### src/rtl/ttag_pkg.sv
package ttag_pkg;
  // Strobes issued by the control half to the datapath half
  typedef struct packed {
    logic clr;   // zero the count
    logic load;  // take the sync data word
    logic inc;   // one resolution interval has elapsed
  } tagStrobes_t;
endpackage

### src/rtl/ttag_ctrl.sv
module ttag_ctrl
  import ttag_pkg::*;
#(
  parameter int SEL_W    = 3,
  parameter int MAX_CODE = 5
) (
  input  logic             clk,
  input  logic             rst_n,
  input  logic             usTick,
  input  logic [SEL_W-1:0] resSel,
  input  logic             clrOnSyncEn,
  input  logic             loadOnSyncEn,
  input  logic             loadLsbFiltEn,
  input  logic             syncNoData,
  input  logic             syncWithData,
  input  logic             syncLsb,
  output tagStrobes_t      strb
);
  localparam int PRESC_W = MAX_CODE + 1;
  localparam int NCODES  = MAX_CODE + 1;

  logic [PRESC_W-1:0] lastTab [NCODES];
  logic [SEL_W-1:0]   selEff;
  logic [SEL_W-1:0]   resSelQ;
  logic [PRESC_W-1:0] presc;
  logic [PRESC_W-1:0] lastCount;
  logic               selChg;
  logic               prescRst;
  logic               wantClr;
  logic               wantLoad;

  // terminal prescaler value per resolution code
  for (genvar g = 0; g < NCODES; g++) begin : g_last
    assign lastTab[g] = PRESC_W'((2 ** (g + 1)) - 1);
  end

  always_comb begin
    selEff = (resSel > SEL_W'(MAX_CODE)) ? SEL_W'(MAX_CODE) : resSel;
    lastCount = lastTab[selEff];
  end

  assign selChg   = (resSel != resSelQ);
  assign wantClr  = syncNoData & clrOnSyncEn;
  assign wantLoad = syncWithData & loadOnSyncEn & ~(loadLsbFiltEn & syncLsb);
  assign prescRst = wantClr | wantLoad | selChg;

  always_comb begin
    strb.clr  = wantClr;
    strb.load = wantLoad & ~wantClr;
    strb.inc  = usTick & (presc == lastCount) & ~prescRst;
  end

  always_ff @(posedge clk or negedge rst_n) begin
    if (!rst_n) begin
      presc   <= '0;
      resSelQ <= '0;
    end else begin
      resSelQ <= resSel;
      if (prescRst)
        presc <= '0;
      else if (usTick)
        presc <= (presc == lastCount) ? '0 : presc + 1'b1;
    end
  end

  AST_INC_SPACING: assert property (@(posedge clk) disable iff (!rst_n)
    strb.inc |=> !strb.inc);
  AST_PRESC_BOUND: assert property (@(posedge clk) disable iff (!rst_n)
    presc <= lastCount || selChg);
endmodule

### src/rtl/ttag_dp.sv
module ttag_dp
  import ttag_pkg::*;
#(
  parameter int TAG_W = 16
) (
  input  logic             clk,
  input  logic             rst_n,
  input  tagStrobes_t      strb,
  input  logic [TAG_W-1:0] syncData,
  input  logic             rollIrqEn,
  output logic [TAG_W-1:0] timeTag,
  output logic             rollIrq
);
  logic atTop;
  assign atTop = &timeTag;

  always_ff @(posedge clk or negedge rst_n) begin
    if (!rst_n) begin
      timeTag <= '0;
      rollIrq <= 1'b0;
    end else begin
      rollIrq <= strb.inc & ~strb.clr & ~strb.load & atTop & rollIrqEn;
      if (strb.clr)
        timeTag <= '0;
      else if (strb.load)
        timeTag <= syncData;
      else if (strb.inc)
        timeTag <= timeTag + 1'b1;
    end
  end

  AST_CLR_ZERO: assert property (@(posedge clk) disable iff (!rst_n)
    strb.clr |=> timeTag == '0);
  AST_LOAD_VALUE: assert property (@(posedge clk) disable iff (!rst_n)
    strb.load |=> timeTag == $past(syncData));
  AST_IDLE_HOLD: assert property (@(posedge clk) disable iff (!rst_n)
    !(strb.clr || strb.load || strb.inc) |=> $stable(timeTag));
  AST_IRQ_AT_ZERO: assert property (@(posedge clk) disable iff (!rst_n)
    rollIrq |-> timeTag == '0);
  AST_IRQ_GATED: assert property (@(posedge clk) disable iff (!rst_n)
    rollIrq |-> $past(rollIrqEn));
endmodule

### src/rtl/ttag_counter.sv
module ttag_counter
  import ttag_pkg::*;
#(
  parameter int TAG_W    = 16,
  parameter int SEL_W    = 3,
  parameter int MAX_CODE = 5
) (
  input  logic             clk,
  input  logic             rst_n,
  input  logic             usTick,
  input  logic [SEL_W-1:0] resSel,
  input  logic             rollIrqEn,
  input  logic             clrOnSyncEn,
  input  logic             loadOnSyncEn,
  input  logic             loadLsbFiltEn,
  input  logic             syncNoData,
  input  logic             syncWithData,
  input  logic [TAG_W-1:0] syncData,
  output logic [TAG_W-1:0] timeTag,
  output logic             rollIrq
);
  tagStrobes_t strb;

  ttag_ctrl #(.SEL_W(SEL_W), .MAX_CODE(MAX_CODE)) ctrl_i (
    .clk(clk), .rst_n(rst_n), .usTick(usTick), .resSel(resSel),
    .clrOnSyncEn(clrOnSyncEn), .loadOnSyncEn(loadOnSyncEn),
    .loadLsbFiltEn(loadLsbFiltEn), .syncNoData(syncNoData),
    .syncWithData(syncWithData), .syncLsb(syncData[0]), .strb(strb)
  );

  ttag_dp #(.TAG_W(TAG_W)) dp_i (
    .clk(clk), .rst_n(rst_n), .strb(strb), .syncData(syncData),
    .rollIrqEn(rollIrqEn), .timeTag(timeTag), .rollIrq(rollIrq)
  );

  AST_RESET_IDLE: assert property (@(posedge clk)
    !rst_n |=> (timeTag == '0 && !rollIrq) || rst_n);
endmodule

### config.mk
export PLATFORM = sky130hd
export DESIGN_NAME = ttag_counter
export DESIGN_NICKNAME = d
export VERILOG_FILES = /design/src/rtl/ttag_pkg.sv /design/src/rtl/ttag_ctrl.sv /design/src/rtl/ttag_dp.sv /design/src/rtl/ttag_counter.sv
export SDC_FILE = /design/constraint.sdc
export NUM_CORES = 1
export LEC_CHECK = 0
export CAP_MARGIN = 10
export CORE_ASPECT_RATIO = 0.8
export CORE_MARGIN = 3
export CORE_UTILIZATION = 30
export CTS_CLUSTER_DIAMETER = 120
export DETAILED_ROUTE_END_ITERATION = 6
export SLEW_MARGIN = 20
export SYNTH_ARGS = -nofsm -noshare
export SYNTH_HDL_FRONTEND = slang
export SYNTH_SLANG_ARGS = --single-unit
### constraint.sdc
create_clock -name clk -period 5.4 [get_ports clk]
set_input_delay 0.54 -clock clk [delete_from_list [all_inputs] [get_ports clk]]
set_output_delay 0.54 -clock clk [all_outputs]
set_load 0.05 [all_outputs]
==> metrics.md <==
| Metric | Value |
|---|---|
| Wire per inst | 15.7 µm |
| Post-Synthesis Cells | 199 |
| Number of synthesized flops with an enable pin | 0 |
| Syn_area_per_cell | 8.52 µm² |
| Crit path arrival time | 2.96 ns |
| Fin crit period | 2.76 ns |
| Setup Skew | 0.0190 ns |
| Starting density of the core | 32.4% |
| Largest net degree at the start of global routing | 30 |
| Antenna Violating Nets Remaining | 0 |
| Hold Buf Count CTS | 0 |
| Count leader, synth | dfrtp_1 |
| P_leak | 0.830 nW |
| H-tree levels | 1 |
| Vias in the first global route | 1619 |
| Hold path cells | 2 |
| Worst min-delay path class | reg2reg |
| Ports | 45 |
| Post-CTS resize count | 0 |
| #FFs+latches synth | 26 |
| Post-CTS Setup Bufs | 0 |
| Critical path launch point type | primary input |
| Worst Path Required | 5.59 ns |
| I/O Buffers | 44 |
| Ratio of cells with drive above 1 in the final layout | 5.46% |
| Post-synth top area cell | dfrtp_1 |
| Top cell type's share of synthesized area | 38.4% |
| Worst rel slew slack | 42.1% |
| Diode count | 0 |
| Post-Syn Nets | 229 |
| Residual DRC | 0 |
| Slew @ Worst Pin | 0.865 ns |
| Tot GR Track Use | 15.7% |
| Synthesis warning total | 0 |
| DIE WIDTH | 90.1 µm |
| DR pass1 iterations | 4 |
| First-pass GRT wire length | 8.33 mm |
| Share of synthesized registers carrying an async set or reset | 100% |
| Post-layout util | 43.4% |
| Area delta synth->final | 34.0% |
| CTS tree | built |
| Worst-Skew Late Latency | 0.28 ns |
| Peak VDD IR | 148 µV |
| RSZ-0062 raised after global routing | false |
| Post-Route Setup TNS | 0 ns |
| Commonest cells in the netlist | dfrtp_1, nand2_1, nand3_1, o21ai_0, nor2_1 |
| Post-synth top flop | dfrtp_1 |
| # clock sinks | 26 |
| DIE AREA | 6600 µm² |
| Setup CP Type | in2reg |
| Root buf cell | clkbuf_8 |
| Chip height | 73.2 µm |
| Final period utilization | 51.2% |
| Vias/cell | 5.40 |
| Crit end category | flip-flop |
| Netlist cell types | 45 |
| DR vias | 1691 |
| Final GP Congestion | 0.834 |
| DRT iter0 DRCs | 140 |
| Clock Tree Buf Depth | 2 |
| Max Freq | 0.362 GHz |
| Pins Over Slew Limit | 0 |
| Rows | 23 |
| Initial antenna violation count | 0 |
| Synth top area cells | dfrtp_1, nand3_1, o21ai_0 |
| Crit Path Max Fanout | 20 |
| DP HPWL | 3.54 mm |
| Core area | 5240 µm² |
| Status | complete, no violations |
| Area of the mapped netlist | 1700 µm² |
| Clock-pin slew on the worst setup and hold paths | 0.08 ns |
| Worst r2r path cells | 5 |
| Sequential area share after synthesis | 38.4% |
| WL final | 4.90 mm |
| Maxcap violations | 0 |
| GR Overflow Total | 0 |
| Final hold vios | 0 |
| CTS buffer count | 3 |
| Total power per unit cell area | 247 nW/µm² |
| Layout net count | 269 |
| Final setup vio count | 0 |
[sequential cells by signal (all words and copies together) (netlist names)]
name and count:
ctrl_i.presc 6, dp_i.rollIrq 1, dp_i.timeTag 16, ctrl_i.resSelQ 3
[critical path: stages]
cell             delay (ns)
clkdlybuf4s50_1        0.52
xor2_1                 0.22
nand4b_1               0.76
or4_1                  0.74
a31oi_1                0.16
[metal layers]
layer / vias to the layer above / GRT usage [%] / routed length (µm)
met2: 41 / 23.7 / 2210
li1: 839 / - / -
met5: - / 0 / 0
met1: 809 / 23.2 / 2420
met3: 2 / 3.40 / 246
met4: 0 / 3.06 / 27
[power by group]
part,switching (mW),internal (mW),leakage [nW]
logic,0.0978,0.0667,0.458
clock network,0.0660,0.0993,0.0357
registers,0.0211,0.210,0.337
total,0.185,0.376,0.830
[layout make-up]
type,instances,area [µm²]
multi-input combinational,159,990
tap,75,93.8
clock buffer,3,41.3
sequential,26,651
inverter,3,11.3
timing repair buffer,46,455
fill,562,2970
clock inverter,1,30.0
[worst paths after layout]
kind,slack (ns),from,endpoint
worst min register to register,0.56,ctrl_i.presc[5],ctrl_i.presc[5]
worst max-delay path,2.64,resSel[2],dp_i.timeTag[3]
min in group asynchronous,0.63,rst_n,dp_i.timeTag[8]
max in group asynchronous,4.48,rst_n,dp_i.timeTag[0]
worst min-delay path,0.56,ctrl_i.presc[5],ctrl_i.presc[5]
worst max register to register,3.12,ctrl_i.presc[3],dp_i.timeTag[14]
[cell usage in the layout, fill, tap and decap left out, types with 4 or more instances in the layout]
master	instances
a31oi_1	7
o31a_1	4
o31ai_1	5
nand2_1	18
nor4_1	6
nor3_1	9
dfrtp_1	26
nor2_1	14
or4_1	4
xnor2_1	5
nand2b_1	4
clkdlybuf4s50_1	44
a21oi_1	9
o21ai_0	15
nand3_1	15
[per-stage QoR]
stage | worst slack, ns | instances | hold slack, ns | power (mW) | area (µm²)
6_report | 2.64 | 313 | 0.564 | 0.561 | 2270
5_1_grt | 2.49 | 313 | 0.618 | 0.591 | 2270
4_1_cts | 2.64 | 313 | 0.570 | 0.567 | 2270
3_5_place_dp | 2.35 | 309 | 0.558 | 0.400 | 2200
3_3_place_gp | 2.43 | 309 | 0.532 | 0.399 | 2200
2_1_floorplan | 3.33 | 199 | 0.244 | 0.330 | 1700
[cells by family after synthesis]
| kind of cell | after synthesis | share of synthesized area [%] |
|---|---|---|
| DFF | 26 | 38.4 |
| muxes | 1 | 0.590 |
| xor gates and xnor gates | 8 | 4.13 |
| and+or+nand+nor | 90 | 28.3 |
| adders and majority gates | 2 | 1.48 |
| buffers and inverters | 14 | 3.25 |
| AOI/OAI and AO/OA | 58 | 23.8 |
No activity file was read; power rests on OpenSTA's default activity.
